[src/rtl/i2c_cmd_pkg.sv]
// Shared constants and types for the single-word I2C transaction sequencer.
// Assumes a 64-bit command word and a 40-bit extension register.
package i2c_cmd_pkg;
    localparam int CMD_W   = 64;
    localparam int EXT_W   = 40;
    localparam int LANES   = 8;
    localparam int LANE_W  = $clog2(LANES);
    localparam int HALF    = LANES / 2;

    localparam int F_VALID = 63;
    localparam int F_READ  = 62;
    localparam int F_OP_HI = 61;
    localparam int F_OP_LO = 58;
    localparam int F_EIA   = 57;
    localparam int F_SZ_HI = 54;
    localparam int F_SZ_LO = 52;
    localparam int F_AD_HI = 46;
    localparam int F_AD_LO = 40;
    localparam int F_IA_HI = 39;
    localparam int F_IA_LO = 32;

    localparam logic [3:0] OPC_PLAIN = 4'h0;
    localparam logic [3:0] OPC_IADDR = 4'h1;

    localparam logic [7:0] ST_AW_NAK = 8'h20;
    localparam logic [7:0] ST_TD_NAK = 8'h30;
    localparam logic [7:0] ST_AR_NAK = 8'h48;
    localparam logic [7:0] ST_BAD_OP = 8'hF8;

    typedef enum logic [1:0] {
        BE_START = 2'd0,
        BE_STOP  = 2'd1,
        BE_TX    = 2'd2,
        BE_RX    = 2'd3
    } be_op_e;

    typedef enum logic [2:0] {
        PH_START, PH_ADDR_W, PH_IA_HI, PH_IA_LO,
        PH_RSTART, PH_ADDR_R, PH_DATA, PH_STOP
    } phase_e;

    typedef enum logic [1:0] {
        S_IDLE, S_ISSUE, S_WAIT
    } seq_state_e;
endpackage

[src/rtl/i2c_cmd_regs.sv]
// Command and extension registers with byte-lane access.
// Accepts software writes only while no transfer is pending, stores received
// bytes into their lanes and applies the completion/failure update.
// Assumes fin and rx_we never occur in the same cycle.
module i2c_cmd_regs
    import i2c_cmd_pkg::*;
(
    input  logic                 clk,
    input  logic                 rst_n,
    input  logic                 cmd_wr,
    input  logic [CMD_W-1:0]     cmd_wdata,
    input  logic                 ext_wr,
    input  logic [EXT_W-1:0]     ext_wdata,
    input  logic                 fin,
    input  logic                 fin_fail,
    input  logic [7:0]           fin_status,
    input  logic                 rx_we,
    input  logic [LANE_W-1:0]    lane,
    input  logic [7:0]           rx_byte,
    output logic [CMD_W-1:0]     cmd_q,
    output logic [EXT_W-1:0]     ext_q,
    output logic [7:0]           lane_byte,
    output logic                 irq
);
    logic       busy;
    logic [7:0] lanes [LANES];

    assign busy = cmd_q[F_VALID];

    // Map the eight byte lanes onto the two registers.
    for (genvar g = 0; g < HALF; g++) begin : g_lane
        assign lanes[g]        = cmd_q[8*g +: 8];
        assign lanes[g + HALF] = ext_q[8*g +: 8];
    end

    // Byte presented for sending in the current data phase.
    assign lane_byte = lanes[lane];

    // Command register: software load, read-data store, completion update.
    always_ff @(posedge clk) begin
        if (!rst_n) begin
            cmd_q <= '0;
        end else if (!busy) begin
            if (cmd_wr) cmd_q <= cmd_wdata;
        end else begin
            if (rx_we && !lane[LANE_W-1])
                cmd_q[{lane[LANE_W-2:0], 3'b000} +: 8] <= rx_byte;
            if (fin) begin
                cmd_q[F_VALID] <= 1'b0;
                if (fin_fail) begin
                    cmd_q[F_READ] <= 1'b0;
                    cmd_q[7:0]    <= fin_status;
                end
            end
        end
    end

    // Extension register: software load or upper-lane read-data store.
    always_ff @(posedge clk) begin
        if (!rst_n) begin
            ext_q <= '0;
        end else if (!busy) begin
            if (ext_wr) ext_q <= ext_wdata;
        end else if (rx_we && lane[LANE_W-1]) begin
            ext_q[{lane[LANE_W-2:0], 3'b000} +: 8] <= rx_byte;
        end
    end

    // Completion pulse, aligned with the clearing of the valid bit.
    always_ff @(posedge clk) begin
        if (!rst_n) irq <= 1'b0;
        else        irq <= fin && busy;
    end
endmodule

[src/rtl/i2c_cmd_seq.sv]
// Transaction sequencer: walks the bus phases of one command word.
// Issues one bus request per phase as a one-cycle pulse, then waits for
// be_done. Assumes the command fields stay constant while valid is set.
module i2c_cmd_seq
    import i2c_cmd_pkg::*;
(
    input  logic              clk,
    input  logic              rst_n,
    input  logic              valid,
    input  logic              rd,
    input  logic              eia,
    input  logic [3:0]        opc,
    input  logic [LANE_W-1:0] size,
    input  logic [6:0]        taddr,
    input  logic [7:0]        ia_lo,
    input  logic [7:0]        ia_hi,
    input  logic [7:0]        lane_byte,
    input  logic              be_done,
    input  logic              be_nak,
    output logic              be_req,
    output logic [1:0]        be_op,
    output logic [7:0]        be_txbyte,
    output logic              be_ack,
    output logic              rx_we,
    output logic [LANE_W-1:0] lane,
    output logic              fin,
    output logic              fin_fail,
    output logic [7:0]        fin_status
);
    seq_state_e        state;
    phase_e            phase, nxt_phase;
    logic [LANE_W-1:0] cnt, nxt_cnt;
    logic              fail_r, nxt_fail;
    logic [7:0]        stat_r, nxt_stat;
    logic              combined, bad_op, done_now;

    assign combined = (opc == OPC_IADDR);
    assign bad_op   = (opc != OPC_PLAIN) && (opc != OPC_IADDR);
    assign done_now = (state == S_WAIT) && be_done;

    // Completion: bad opcode at idle, or the final STOP acknowledged.
    assign fin        = ((state == S_IDLE) && valid && bad_op) ||
                        (done_now && (phase == PH_STOP));
    assign fin_fail   = (state == S_IDLE) ? 1'b1 : fail_r;
    assign fin_status = (state == S_IDLE) ? ST_BAD_OP : stat_r;

    // Read-data store strobe and lane of the current data byte.
    assign rx_we  = done_now && (phase == PH_DATA) && rd;
    assign lane   = size - cnt;
    assign be_req = (state == S_ISSUE);
    assign be_ack = (cnt != size);

    // Bus operation code for the current phase.
    always_comb begin
        case (phase)
            PH_START, PH_RSTART: be_op = BE_START;
            PH_STOP:             be_op = BE_STOP;
            PH_DATA:             be_op = rd ? BE_RX : BE_TX;
            default:             be_op = BE_TX;
        endcase
    end

    // Byte to send for the current phase.
    always_comb begin
        case (phase)
            PH_ADDR_W: be_txbyte = {taddr, 1'b0};
            PH_ADDR_R: be_txbyte = {taddr, 1'b1};
            PH_IA_HI:  be_txbyte = ia_hi;
            PH_IA_LO:  be_txbyte = ia_lo;
            default:   be_txbyte = lane_byte;
        endcase
    end

    // Next phase, counter and failure status once a request completes.
    always_comb begin
        nxt_phase = phase;
        nxt_cnt   = cnt;
        nxt_fail  = fail_r;
        nxt_stat  = stat_r;
        case (phase)
            PH_START:  nxt_phase = (rd && !combined) ? PH_ADDR_R : PH_ADDR_W;
            PH_ADDR_W: begin
                if (be_nak) begin
                    nxt_fail = 1'b1; nxt_stat = ST_AW_NAK; nxt_phase = PH_STOP;
                end else if (combined) begin
                    nxt_phase = eia ? PH_IA_HI : PH_IA_LO;
                end else begin
                    nxt_phase = PH_DATA;
                end
            end
            PH_IA_HI: begin
                if (be_nak) begin
                    nxt_fail = 1'b1; nxt_stat = ST_TD_NAK; nxt_phase = PH_STOP;
                end else begin
                    nxt_phase = PH_IA_LO;
                end
            end
            PH_IA_LO: begin
                if (be_nak) begin
                    nxt_fail = 1'b1; nxt_stat = ST_TD_NAK; nxt_phase = PH_STOP;
                end else begin
                    nxt_phase = rd ? PH_RSTART : PH_DATA;
                end
            end
            PH_RSTART: nxt_phase = PH_ADDR_R;
            PH_ADDR_R: begin
                if (be_nak) begin
                    nxt_fail = 1'b1; nxt_stat = ST_AR_NAK; nxt_phase = PH_STOP;
                end else begin
                    nxt_phase = PH_DATA;
                end
            end
            PH_DATA: begin
                if (!rd && be_nak) begin
                    nxt_fail = 1'b1; nxt_stat = ST_TD_NAK; nxt_phase = PH_STOP;
                end else if (cnt == size) begin
                    nxt_phase = PH_STOP;
                end else begin
                    nxt_cnt = cnt + 1'b1;
                end
            end
            default: nxt_phase = phase;
        endcase
    end

    // Sequencer state register.
    always_ff @(posedge clk) begin
        if (!rst_n) begin
            state  <= S_IDLE;
            phase  <= PH_START;
            cnt    <= '0;
            fail_r <= 1'b0;
            stat_r <= 8'h00;
        end else begin
            case (state)
                S_IDLE: begin
                    if (valid && !bad_op) begin
                        state  <= S_ISSUE;
                        phase  <= PH_START;
                        cnt    <= '0;
                        fail_r <= 1'b0;
                        stat_r <= 8'h00;
                    end
                end
                S_ISSUE: state <= S_WAIT;
                S_WAIT: begin
                    if (be_done) begin
                        phase  <= nxt_phase;
                        cnt    <= nxt_cnt;
                        fail_r <= nxt_fail;
                        stat_r <= nxt_stat;
                        state  <= (phase == PH_STOP) ? S_IDLE : S_ISSUE;
                    end
                end
                default: state <= S_IDLE;
            endcase
        end
    end
endmodule

[src/rtl/i2c_cmd_engine.sv]
// Top of the single-word I2C transaction sequencer: register file plus
// phase sequencer. Assumes a byte-level bus engine that answers each
// request pulse with a one-cycle be_done.
module i2c_cmd_engine
    import i2c_cmd_pkg::*;
(
    input  logic              clk,
    input  logic              rst_n,
    input  logic              cmd_wr,
    input  logic [CMD_W-1:0]  cmd_wdata,
    input  logic              ext_wr,
    input  logic [EXT_W-1:0]  ext_wdata,
    output logic [CMD_W-1:0]  cmd_q,
    output logic [EXT_W-1:0]  ext_q,
    output logic              irq,
    output logic              be_req,
    output logic [1:0]        be_op,
    output logic [7:0]        be_txbyte,
    output logic              be_ack,
    input  logic              be_done,
    input  logic              be_nak,
    input  logic [7:0]        be_rxbyte
);
    logic              fin, fin_fail, rx_we;
    logic [7:0]        fin_status, lane_byte;
    logic [LANE_W-1:0] lane;

    i2c_cmd_regs u_regs (
        .clk        (clk),
        .rst_n      (rst_n),
        .cmd_wr     (cmd_wr),
        .cmd_wdata  (cmd_wdata),
        .ext_wr     (ext_wr),
        .ext_wdata  (ext_wdata),
        .fin        (fin),
        .fin_fail   (fin_fail),
        .fin_status (fin_status),
        .rx_we      (rx_we),
        .lane       (lane),
        .rx_byte    (be_rxbyte),
        .cmd_q      (cmd_q),
        .ext_q      (ext_q),
        .lane_byte  (lane_byte),
        .irq        (irq)
    );

    i2c_cmd_seq u_seq (
        .clk        (clk),
        .rst_n      (rst_n),
        .valid      (cmd_q[F_VALID]),
        .rd         (cmd_q[F_READ]),
        .eia        (cmd_q[F_EIA]),
        .opc        (cmd_q[F_OP_HI:F_OP_LO]),
        .size       (cmd_q[F_SZ_HI:F_SZ_LO]),
        .taddr      (cmd_q[F_AD_HI:F_AD_LO]),
        .ia_lo      (cmd_q[F_IA_HI:F_IA_LO]),
        .ia_hi      (ext_q[EXT_W-1:EXT_W-8]),
        .lane_byte  (lane_byte),
        .be_done    (be_done),
        .be_nak     (be_nak),
        .be_req     (be_req),
        .be_op      (be_op),
        .be_txbyte  (be_txbyte),
        .be_ack     (be_ack),
        .rx_we      (rx_we),
        .lane       (lane),
        .fin        (fin),
        .fin_fail   (fin_fail),
        .fin_status (fin_status)
    );
endmodule

[config.mk]
export PLATFORM = sky130hd
export DESIGN_NAME = i2c_cmd_engine
export DESIGN_NICKNAME = d
export VERILOG_FILES = /design/src/rtl/i2c_cmd_pkg.sv /design/src/rtl/i2c_cmd_regs.sv /design/src/rtl/i2c_cmd_seq.sv /design/src/rtl/i2c_cmd_engine.sv
export SDC_FILE = /design/constraint.sdc
export NUM_CORES = 1
export LEC_CHECK = 0
export ABC_AREA = 0
export ABC_CLOCK_PERIOD_IN_PS = 3750
export CAP_MARGIN = 20
export CORE_AREA = 3 3 163 165
export CTS_BUF_LIST = sky130_fd_sc_hd__clkbuf_4
export CTS_CLUSTER_DIAMETER = 40
export DETAILED_ROUTE_END_ITERATION = 12
export DIE_AREA = 0 0 166 168
export GPL_TIMING_DRIVEN = 1
export RECOVER_POWER = 25
export SLEW_MARGIN = 25
export SYNTH_ARGS = -nofsm -noshare
export SYNTH_HDL_FRONTEND = slang
export SYNTH_SLANG_ARGS = --single-unit
[constraint.sdc]
create_clock -name clk -period 3.75 [get_ports clk]
set_clock_uncertainty 0.15 [all_clocks]
set_input_delay 0.75 -clock clk [delete_from_list [all_inputs] [get_ports clk]]
set_output_delay 0.75 -clock clk [all_outputs]
set_load 0.005 [all_outputs]
=== Word level (Yosys, flattened, before mapping) ===
Index checks and enable logic that the tools add are counted.

* Logic and storage cells: 139
* Register bits: 122
* Bits of input ports: 118

* Multiplexer cells: 57
* Bitwise logic cells: 1
* Eq/ne operators: 29
* Reduce and logical (&&, ||, !) cells: 34
* $lt $le $gt $ge: 1
* $add $sub $neg: 3
* Shift operators: 4

{| class="wikitable"
|+ Operator list
! operator !! count
|-
| $mux 64 || 3
|-
| $mux 40 || 3
|-
| $mux 8 || 11
|-
| $bwmux 64 || 1
|-
| $pmux 8 s4 || 2
|-
| $shift 8x7->64 const A || 1
|-
| $shiftx 8x7->64 || 1
|-
| $bwmux 40 || 1
|-
| $shift 8x7->40 const A || 1
|-
| $shiftx 8x7->40 || 1
|-
| $mux 3 || 13
|-
| $bmux 8 s3 || 1
|-
| $pmux 3 s7 || 1
|-
| $ne 3x3->1 const B || 6
|-
| $pmux 8 s2 || 1
|-
| $ne 2x2->1 const B || 7
|-
| $logic_and 1x1->1 || 13
|-
| $eq 3x3->1 const B || 4
|-
| $pmux 2 s3 || 2
|-
| $pmux 3 s2 || 2
|-
| $reduce_and 6->1 || 2
|-
| $mux 1 || 10
|-
| $mux 2 || 4
|-
| $ne 8x8->1 const B || 1
|-
| other kinds (27) || 37
|}

=== Logic depth before layout (Yosys ltp) ===
Gate-level depths: netlist of the first run.

* Depth in word-level cells: 9
* Mapped depth: 11

=== Modules after synthesis ===
From an unflattened synthesis of the first run, not the netlist that was laid out.

* Cell total of the unflattened synthesis: 806
* Area total of the unflattened synthesis: 7156.9 sq um

{| class="wikitable"
|+ Modules (own cells, without submodules)
! module !! sequential area each (sq um) !! instances !! cells each !! area each (sq um)
|-
| i2c_cmd_regs || 2102.0 || 1 || 629 || 5870.6
|-
| i2c_cmd_seq || 240.2 || 1 || 177 || 1286.2
|}

=== Worst setup path after synthesis of the first run ===
No wires, ideal clock.

* Kind: register to output
* Start point: register u_regs.cmd_q[52]
* End point: output port be_txbyte[4]
* Buffers on the path: 2
* Arrival time: 2.040 ns
* Slack: 0.810 ns
* Required time: 2.850 ns
* Stages on the path, launching flop included: 11
* Cells stage by stage: dfxtp_1 > inv_1 > ha_1 > inv_1 > fa_1 > xnor3_1 > buf_6 > clkbuf_1 > nand2_1 > a32oi_1 > and3_1

* Word-level cells in the longest chain between the ends: 6

{| class="wikitable"
|+ RTL lines
! element !! line !! RTL
|-
| from (decl) || i2c_cmd_regs.sv:20 || <nowiki>output logic [CMD_W-1:0] cmd_q,</nowiki>
|-
| from (signal assigned) || i2c_cmd_regs.sv:44 || <nowiki>if (cmd_wr) cmd_q <= cmd_wdata;</nowiki>
|-
| from (signal, indexed assignment) || i2c_cmd_regs.sv:47 || <nowiki>cmd_q[{lane[LANE_W-2:0], 3'b000} +: 8] <= rx_byte;</nowiki>
|-
| $sub 3x3->3 || i2c_cmd_seq.sv:49 || <nowiki>assign lane = size - cnt;</nowiki>
|-
| $not 3->4 (implied by the code) || i2c_cmd_regs.sv:37 || <nowiki>assign lane_byte = lanes[lane];</nowiki>
|-
| $bmux 8 s3 || i2c_cmd_regs.sv:37 ||
|-
| $mux 8 (implied by the code) (2 in a row) || i2c_cmd_regs.sv:37 ||
|-
| $pmux 8 s4 || i2c_cmd_seq.sv:65 || <nowiki>case (phase)</nowiki>
|-
| to (decl) || i2c_cmd_engine.sv:18 || <nowiki>output logic [7:0] be_txbyte,</nowiki>
|}

No other way between the ends. The select of a mux whose other input is x is not followed.

=== Worst setup path after layout of the first run ===
* Start point: register u_regs.cmd_q[52]
* End point: output port be_txbyte[6]

The elaborated chain is that of the path after synthesis.

==> results.py, run 1 <==
metrics = {
    "outcome": {
        "outcome": "complete, no violations",
    },
    "logic_synthesis": {
        "synth_top_flop_cell": "dfxtp_1",
        "synthesis.nets": 923,
        "yosysWarnings": 0,
        "synth_area_per_cell_um2": 7.88,
        "ys_types": 59,
        "syn_area_um2": 6280,
        "postSynth.asyncResetShare_pct": 0,
        "postSynthCellCount": 798,
        "synth-edff-count": 0,
        "ys_ff_latch": 117,
        "ys_seq_area_share_pct": 37.3,
    },
    "sta": {
        "finalHoldViolations": 0,
        "finalSetupViolations": 0,
        "rsz0062_at_grt": "false",
        "fin_crit_sh_pct": 96.0,
        "max_slew_margin_pct": 25.7,
        "post-route-min-period_ps": 3600,
        "tightest_slew_ps": 1110,
        "drv_slew": 0,
        "max_freq_ghz": 0.278,
        "final.setup.tns_ps": 0,
    },
    "place": {
        "place_inst": 1327,
        "gp_congestion": 0.934,
        "dpl_cell_area_um2": 9020,
        "portBuffers": 234,
        "hpwl_um": 21200,
    },
    "cts": {
        "clk-insertion-delay-late_ps": 550,
        "cts_tree": "done",
        "cts_hold_buf": 0,
        "clockBufferDepth": 2,
        "cts.sinks": 117,
        "cts-htree-levels": 4,
        "cts_buffers": 17,
        "root_buffer": "clkbuf_4",
        "clk_pin_slew_ps": 100,
    },
    "worst_setup_path": {
        "crit_path_end_kind": "output pin",
        "critPathRequiredTime_ps": 2850,
        "path_cells": "inv_1 > ha_1 > inv_1 > fa_2 > xnor3_2 > buf_6 > buf_16 > nand2_1 > a32oi_1 > and3_1 > clkbuf_2",
        "cp.arrival_ps": 2700,
        "critPathSlowestCell": "fa_2",
        "max_stage_delay_ps": 370,
        "critPathLaunch": "u_regs.cmd_q[52]",
        "worstPathMaxFanout": 9,
        "start_kind": "flop",
        "crit_type": "reg -> out",
        "worstReg2RegStart": "u_regs.cmd_q[52]",
        "crit_path_frequent_cell": "inv_1",
    },
    "global_routing": {
        "grt_pass1_vias": 6605,
        "antenna_found_initial": 1,
        "grt_pass1_wl_um": 42000,
        "grt_max_degree": 49,
        "grt_usage_pct": 19.5,
        "overflow": 0,
    },
    "die": {
        "die_h_um": 168,
        "core_um2": 25200,
        "start_util_pct": 25.0,
        "rows": 58,
        "io_pins": 235,
        "die-area_um2": 27900,
        "fp.dieW_um": 166,
    },
    "power_and_ir_drop": {
        "finalPower_mw": 3.26,
        "power.leakage_nw": 3.33,
        "power_density_nw_per_um2": 350,
        "peakVddDrop_mv": 0.160,
    },
    "cells_and_area": {
        "finalInstanceArea_um2": 9310,
        "drive_gt1_share_pct": 9.10,
        "utilization_pct": 37.0,
        "syn_to_final_growth_pct": 48.1,
        "stdcell_count": 1365,
        "layout.nets": 1146,
    },
    "detailed_routing": {
        "drt_pass1_iterations": 6,
        "route.detailed.drc": 0,
        "wl_per_cell_um": 20.5,
        "ant_nets": 0,
        "vias_per_cell": 5.04,
        "drt_iter0_markers": 541,
        "vias": 6875,
        "routed_wl_um": 28000,
    },
    "flow_run": {
        "cap_violations": 0,
    },
    "min_path": {
        "worstHoldPathType": "reg -> reg",
        "min_from": "u_regs.cmd_q[47]",
    },
}
==> area by class of cell <==
| class | instances | area, um^2 |
|---|---|---|
| fill | 2596 | 15900 |
| multi-input combinational | 612 | 3650 |
| timing repair buffer | 266 | 2610 |
| sequential | 117 | 2340 |
| tap | 330 | 413 |
| clock buffer | 18 | 135 |
| clock inverter | 13 | 116 |
| inverter | 7 | 26.3 |
| antenna | 2 | 5.00 |
==> cell usage in the layout, fill, tap and decap left out, types with 3 or more instances in the layout <==
cell	Yosys	routed
clkinv_1	0	5
inv_1	7	7
ha_1	6	6
clkdlybuf4s50_1	0	208
buf_6	3	3
nor3_1	7	5
a32oi_1	11	11
clkinvlp_4	0	3
nand4_1	6	6
mux2_2	7	7
buf_4	5	22
nor2_1	51	51
o2bb2a_1	21	21
dlygate4sd3_1	0	18
nand2_1	154	154
a31oi_1	11	11
a211oi_1	34	34
and3_1	9	9
nand2b_1	8	7
clkinv_2	0	3
mux2i_1	24	24
nor2b_1	50	49
o31ai_1	3	3
nand3_1	40	40
nand3b_1	3	3
clkbuf_2	1	9
dfxtp_1	117	115
o21ai_0	6	6
clkbuf_4	0	18
o22ai_1	18	18
a21oi_1	103	103
==> through the flow <==
stage,hold WS [ps],worst slack (ps)
after floorplan,285,810
after global placement,294,360
after detailed placement,299,340
after CTS,313,-9.02
after global routing,324,6.96
final,309,150
==> final timing paths <==
path,endpoint,slack (ps),cells past startpoint
setup reg to reg,u_regs.cmd_q[31],720,9
setup / recovery,be_txbyte[6],150,11
hold / removal,u_regs.cmd_q[47],310,2
hold reg to reg,u_regs.cmd_q[47],310,2
==> critical path, delay by kind of cell, from the launching register on <==
kind	cells	cell delay [ps]
AND/OR/NAND/NOR	2	270
AO/OA/AOI/OAI	1	210
flip-flops	1	340
adder cells (fa/ha/maj)	2	500
XOR/XNOR	1	350
buffers and inverters	5	490
==> cells in the mapped netlist (all sizes together) (4+ instances only) <==
library cell / number / area, um^2
dfxtp: 117 / 2340
nor2: 51 / 191
nand2b: 8 / 50.1
buf: 17 / 115
o21ai: 6 / 30.0
a211oi: 36 / 280
ha: 6 / 75.1
a31oi: 11 / 68.8
o22ai: 18 / 113
nand4: 6 / 37.5
and3: 9 / 56.3
o2bb2a: 21 / 210
o31ai: 4 / 43.8
a21oi: 103 / 515
clkbuf: 45 / 170
nor2b: 50 / 313
nand3: 41 / 218
nor3b: 4 / 40.0
a32oi: 11 / 96.3
nor3: 8 / 51.3
mux2: 7 / 78.8
nand2: 154 / 578
inv: 7 / 26.3
mux2i: 24 / 240
==> power breakdown <==
group	total (mW)	switching, mW	internal, mW
clock network	0.896	0.513	0.383
logic	0.925	0.441	0.484
registers	1.44	0.106	1.33
total	3.26	1.06	2.20
==> routing by layer <==
layer | share of wire (%) | up-vias | global-route usage [%]
li1 | - | 3304 | -
met1 | 44 | 3249 | 25.6
met2 | 47 | 277 | 31.4
met3 | 6.4 | 45 | 4.74
met4 | 2.9 | 0 | 6.87
met5 | 0 | - | 0
==> registers in the layout, indices dropped and copies added (netlist names) <==
name	count
u_regs.cmd_q	64
u_regs.ext_q	40
u_seq.cnt	3
u_seq.phase	3
u_seq.stat_r	3
u_seq.state	2
u_regs.irq	1
u_seq.fail_r	1
==> logic make-up after synthesis <==
| logic type | after synthesis | synth area share, % |
|---|---|---|
| buffers and inverters | 69 | 4.96 |
| AOI/OAI and AO/OA | 222 | 23.7 |
| adders and majority gates | 7 | 1.51 |
| DFF | 117 | 37.3 |
| xor gates and xnor gates | 4 | 0.896 |
| and+or+nand+nor | 348 | 26.6 |
| muxes | 31 | 5.08 |
==> timing repair <==
action / 4_1_cts / 5_1_grt
pin swaps: 9 / 11
cloned: 3 / 0
setup buffers: 3 / 0
setup endpoints to repair: 8 / 8
resized for setup: 22 / 15
(Power assumes the default switching activity.)
==> run 2: changes to the inputs <==
Settings changed: ABC_CLOCK_PERIOD_IN_PS 3750 to 4000, CELL_PAD_IN_SITES_DETAIL_PLACEMENT from default to 1, CELL_PAD_IN_SITES_GLOBAL_PLACEMENT from default to 2, PLACE_DENSITY_LB_ADDON from default to 0.1.
Clock period 3.75 ns to 4 ns, I/O delays scaled along.
==> results.py, run 2 (same netlist as run 1, synthesis figures left out) <==
metrics = {
    "worst_setup_path": {
        "path_cells": "inv_1 > ha_1 > inv_1 > fa_2 > xnor3_2 > buf_12 > buf_4 > mux2i_1 > a32oi_1 > and3_1 > dlygate4sd2_1",
        "crit_path_end_kind": "output pin",
        "crit_type": "reg -> out",
        "critPathRequiredTime_ps": 3050,
        "rrSetupSlack_ps": 900,
        "cp_num_buf_inv": 5,
        "critPathSlowestCell": "fa_2",
        "max_stage_delay_ps": 380,
        "worstPathMaxFanout": 10,
        "start_kind": "flop",
        "cp_top_family": "buffers and inverters",
        "cp.arrival_ps": 2870,
        "crit_path_frequent_cell": "inv_1",
    },
    "sta": {
        "rsz0062_at_grt": "true",
        "timing.hold.ws_ps": 311,
        "finalSetupViolations": 0,
        "fin_crit_sh_pct": 95.5,
        "max_slew_margin_pct": 13.4,
        "drv_slew": 0,
        "max_freq_ghz": 0.262,
        "post-route-min-period_ps": 3820,
        "tightest_slew_ps": 1300,
        "finalHoldViolations": 0,
    },
    "die": {
        "rows": 58,
        "io_pins": 235,
        "start_util_pct": 25.0,
        "die_h_um": 168,
        "fp.dieW_um": 166,
        "die-area_um2": 27900,
        "core_um2": 25200,
    },
    "cts": {
        "cts_tree": "done",
        "cts-htree-levels": 4,
        "clk_pin_slew_ps": 130,
        "root_buffer": "clkbuf_4",
        "cts.sinks": 117,
        "clk-insertion-delay-late_ps": 530,
        "cts_buffers": 17,
        "cts_hold_buf": 0,
        "clockBufferDepth": 2,
    },
    "cells_and_area": {
        "top_register": "u_regs.cmd_q",
        "final_cell_mix": "211 x clkdlybuf4s50_1, 154 x nand2_1, 114 x dfxtp_1",
        "syn_to_final_growth_pct": 47.9,
        "stdcell_count": 1359,
        "largest_reg_flops": 64,
        "layout.nets": 1140,
        "final_common_cell": "clkdlybuf4s50_1",
        "drive_gt1_share_pct": 8.37,
        "reg.largest.list": "u_regs.cmd_q: 64 flops, u_regs.ext_q: 40 flops",
        "utilization_pct": 36.9,
        "finalInstanceArea_um2": 9300,
    },
    "place": {
        "portBuffers": 234,
        "place_inst": 1324,
        "hpwl_um": 22500,
        "gp_congestion": 0.828,
        "dpl_cell_area_um2": 9000,
    },
    "detailed_routing": {
        "ant_nets": 0,
        "vias_per_cell": 4.97,
        "routed_wl_um": 29800,
        "vias": 6751,
        "wl_per_cell_um": 21.9,
        "drt_pass1_iterations": 4,
        "route.detailed.drc": 0,
        "drt_iter0_markers": 338,
    },
    "power_and_ir_drop": {
        "clock_power_share_pct": 27.7,
        "power_frac_seq_pct": 44.2,
        "power.leakage_nw": 3.34,
        "p_sw_share_pct": 34.3,
        "peakVddDrop_mv": 0.129,
        "power_frac_comb_pct": 28.1,
        "power_density_nw_per_um2": 330,
        "p_int_mw": 2.01,
        "p_switching_mw": 1.05,
    },
    "global_routing": {
        "antenna_found_initial": 1,
        "grt_pass1_vias": 6966,
        "grt_max_degree": 57,
        "overflow": 0,
        "grt_pass1_wl_um": 44500,
        "grt_usage_pct": 20.8,
    },
    "outcome": {
        "outcome": "complete, no violations",
    },
    "flow_run": {
        "cap_violations": 0,
    },
    "min_path": {
        "worstHoldPathType": "reg -> reg",
    },
}
==> run 2: cell types whose count changed in the layout (fill, tap and decap cells not counted), moves of 4 or more <==
cell	previous run	this run
buf_4	22	17
clkbuf_2	9	2
clkinv_1	5	1
dlymetal6s2s_1	0	5
clkinv_4	0	4
==> run 2: cell type report <==
type	count	area, um^2
diodes	1	2.50
clock buffers	17	128
repair buffers	260	2600
clock inverters	15	133
inverters	7	27.5
multi-input cells	612	3650
fillers	3006	15900
well taps	330	413
flip-flops and latches	117	2350
==> run 2: path summary, 6_finish.rpt <==
| kind | from | to | depth (start not counted) |
|---|---|---|---|
| max | u_regs.cmd_q[52] | be_txbyte[3] | 11 |
| min | u_regs.cmd_q[50] | u_regs.cmd_q[50] | 2 |
| max reg2reg | u_regs.cmd_q[52] | u_regs.cmd_q[24] | 10 |
| min reg2reg | u_regs.cmd_q[50] | u_regs.cmd_q[50] | 2 |
==> run 2: routing by layer <==
layer	up-vias	share of wire (%)	global-route usage, %
met5	-	0	0
met4	0	1.4	4.70
met3	22	4.4	4.06
met2	163	47	34.3
met1	3280	47	28.4
li1	3286	-	-
==> run 2: per-stage QoR <==
| stage | TNS [ps] | power, mW | setup WS [ps] |
|---|---|---|---|
| after global routing | -19.9 | 3.23 | -17.8 |
| after detailed placement | 0 | 2.25 | 523 |
| after global placement | 0 | 2.25 | 553 |
| final | 0 | 3.07 | 181 |
| after floorplan | 0 | 1.72 | 1010 |
| after CTS | -30.7 | 3.12 | -30.7 |
==> run 2: worst register-to-register path, stage by stage, from the launching register on <==
cell      delay, ps
dfxtp_2         350
inv_1            40
ha_1            180
inv_1            70
fa_2            500
ha_1            480
nor4bb_1        330
buf_4           250
nand2_1         190
o2bb2a_1        330
a21oi_1         150
==> run 2: power by group through the flow <==
stage	sequential, mW	clock [mW]	combinational (mW)
after floorplan	1.33	0	0.387
after global placement	1.38	0	0.866
after detailed placement	1.38	0	0.871
after CTS	1.36	0.888	0.880
after global routing	1.37	0.928	0.941
final	1.35	0.850	0.861
==> run 2: repair_timing <==
item / in CTS / in global routing
resized for setup: 7 / 12
pin swaps: 1 / 5
buffers inserted: 0 / 2
cloned: 1 / 0
endpoints found under the setup margin: 8 / 5
==> run 3: changes to the inputs <==
Settings changed: ABC_CLOCK_PERIOD_IN_PS 4000 to 3500, CAP_MARGIN 20 to default, CORE_AREA 3 3 163 165 to 3 3 170 172, DIE_AREA 0 0 166 168 to 0 0 173 175.
Clock period 4 ns to 3.5 ns, I/O delays scaled along.
==> results.py, run 3 (same netlist as run 1, synthesis figures left out) <==
metrics = {
    "outcome": {
        "outcome": "finished, violations left",
        "violations": "max-capacitance violations, max-slew violations, negative setup slack",
    },
    "worst_setup_path": {
        "critPathRequiredTime_ps": 2650,
        "start_kind": "flop",
        "crit_path_end_kind": "output pin",
        "worstReg2RegStart": "u_regs.cmd_q[52]",
        "critPathLaunch": "u_regs.cmd_q[52]",
        "crit_type": "reg -> out",
        "cp.arrival_ps": 2660,
        "worstPathMaxFanout": 14,
        "rrSetupSlack_ps": 480,
    },
    "cells_and_area": {
        "reg.largest.list": "u_regs.cmd_q: 64 flops, u_regs.ext_q: 40 flops",
        "largest_reg_flops": 64,
        "drive_gt1_share_pct": 13.4,
        "top_register": "u_regs.cmd_q",
        "finalInstanceArea_um2": 9730,
        "utilization_pct": 35.2,
        "final_cell_mix": "210 x clkdlybuf4s50_1, 147 x nand2_1, 113 x dfxtp_1",
        "syn_to_final_growth_pct": 54.9,
        "final_common_cell": "clkdlybuf4s50_1",
        "fillers": 3316,
        "layout.nets": 1168,
    },
    "detailed_routing": {
        "route.detailed.drc": 0,
        "routed_wl_um": 32100,
        "drt_pass1_iterations": 4,
        "ant_nets": 0,
        "vias": 6943,
        "vias_per_cell": 4.83,
        "drt_iter0_markers": 392,
        "wl_per_cell_um": 22.3,
    },
    "die": {
        "core_um2": 27600,
        "fp.dieW_um": 173,
        "die-area_um2": 30300,
        "io_pins": 235,
        "die_h_um": 175,
        "start_util_pct": 22.7,
        "rows": 61,
    },
    "cts": {
        "cts.sinks": 117,
        "clk_pin_slew_ps": 120,
        "clockBufferDepth": 2,
        "root_buffer": "clkbuf_4",
        "cts_tree": "done",
        "cts_hold_buf": 0,
        "clk-insertion-delay-late_ps": 540,
        "cts-htree-levels": 4,
        "cts_buffers": 17,
    },
    "min_path": {
        "min_from": "u_regs.cmd_q[56]",
        "worstHoldPathType": "reg -> reg",
    },
    "global_routing": {
        "overflow": 0,
        "grt_usage_pct": 20.7,
        "grt_pass1_wl_um": 47600,
        "grt_max_degree": 41,
        "antenna_found_initial": 3,
        "grt_pass1_vias": 7186,
    },
    "flow_run": {
        "cap_violations": 1,
    },
    "sta": {
        "fin_crit_sh_pct": 100,
        "finalHoldViolations": 0,
        "tightest_slew_ps": 1570,
        "drv_slew": 35,
        "max_slew_margin_pct": -5.16,
        "max_freq_ghz": 0.285,
        "finalSetupViolations": 1,
        "fin_ws_ps": -8.48,
        "rsz0062_at_grt": "true",
        "post-route-min-period_ps": 3510,
    },
    "power_and_ir_drop": {
        "power_density_nw_per_um2": 382,
        "finalPower_mw": 3.72,
        "peakVddDrop_mv": 0.161,
        "power.leakage_nw": 3.50,
    },
    "place": {
        "portBuffers": 234,
        "hpwl_um": 23700,
        "dpl_cell_area_um2": 9150,
        "gp_congestion": 0.856,
    },
}
run 3: through the flow:
| step | TNS (ps) | hold WS [ps] | setup WS, ps | std cells |
|---|---|---|---|---|
| final | -8.48 | 318 | -8.48 | 1436 |
| after global routing | -1010 | 340 | -168 | 1436 |
| after CTS | -507 | 324 | -137 | 1432 |
| after detailed placement | 0 | 301 | 88.2 | 1382 |
| after global placement | 0 | 297 | 163 | 1382 |
| after floorplan | 0 | 285 | 593 | 798 |
run 3: critical path, cell delays in order (launching register included):
cell	delay (ps)
dfxtp_2	340
inv_2	60
ha_4	130
inv_2	30
fa_2	340
buf_4	160
xnor2_4	240
buf_12	190
nand2_1	70
a32oi_1	220
and3_1	220
buf_2	130
run 3: repair_timing:
action | 4_1_cts | 5_1_grt
endpoints found under the setup margin | 8 | 8
gates resized for setup | 63 | 12
pin swaps | 22 | 12
buffers inserted | 12 | 7
cloned | 6 | 0
run 3: layout make-up:
cell class / count / area [um^2] / share of cell area [%]
Tap cell: 378 / 473 / 4.86
Inverter: 7 / 27.5 / 0.283
Timing Repair Buffer: 288 / 2860 / 29.3
Clock inverter: 15 / 158 / 1.62
Clock buffer: 17 / 128 / 1.31
Multi-Input combinational cell: 612 / 3740 / 38.4
Antenna cell: 2 / 5.00 / 0.0514
Sequential cell: 117 / 2350 / 24.1
run 3: where the power goes:
| part | total [mW] | switching (mW) | internal (mW) |
|---|---|---|---|
| Clock | 1.06 | 0.633 | 0.427 |
| Combinational | 1.11 | 0.522 | 0.591 |
| Sequential | 1.55 | 0.121 | 1.42 |
| Total | 3.72 | 1.28 | 2.44 |
run 3: final timing paths:
check,cells past startpoint,endpoint
worst min-delay path,2,u_regs.cmd_q[56]
worst max-delay path,11,be_txbyte[5]
worst min register to register,2,u_regs.cmd_q[56]
worst max register to register,13,u_regs.ext_q[0]
run 3: layer usage:
| layer | vias up | global-route usage (%) | part of all wire, % |
|---|---|---|---|
| li1 | 3361 | - | - |
| met1 | 3379 | 27.6 | 46 |
| met2 | 172 | 33.6 | 47 |
| met3 | 27 | 5.37 | 5.4 |
| met4 | 4 | 4.66 | 1.4 |
| met5 | - | 0 | 0.044 |
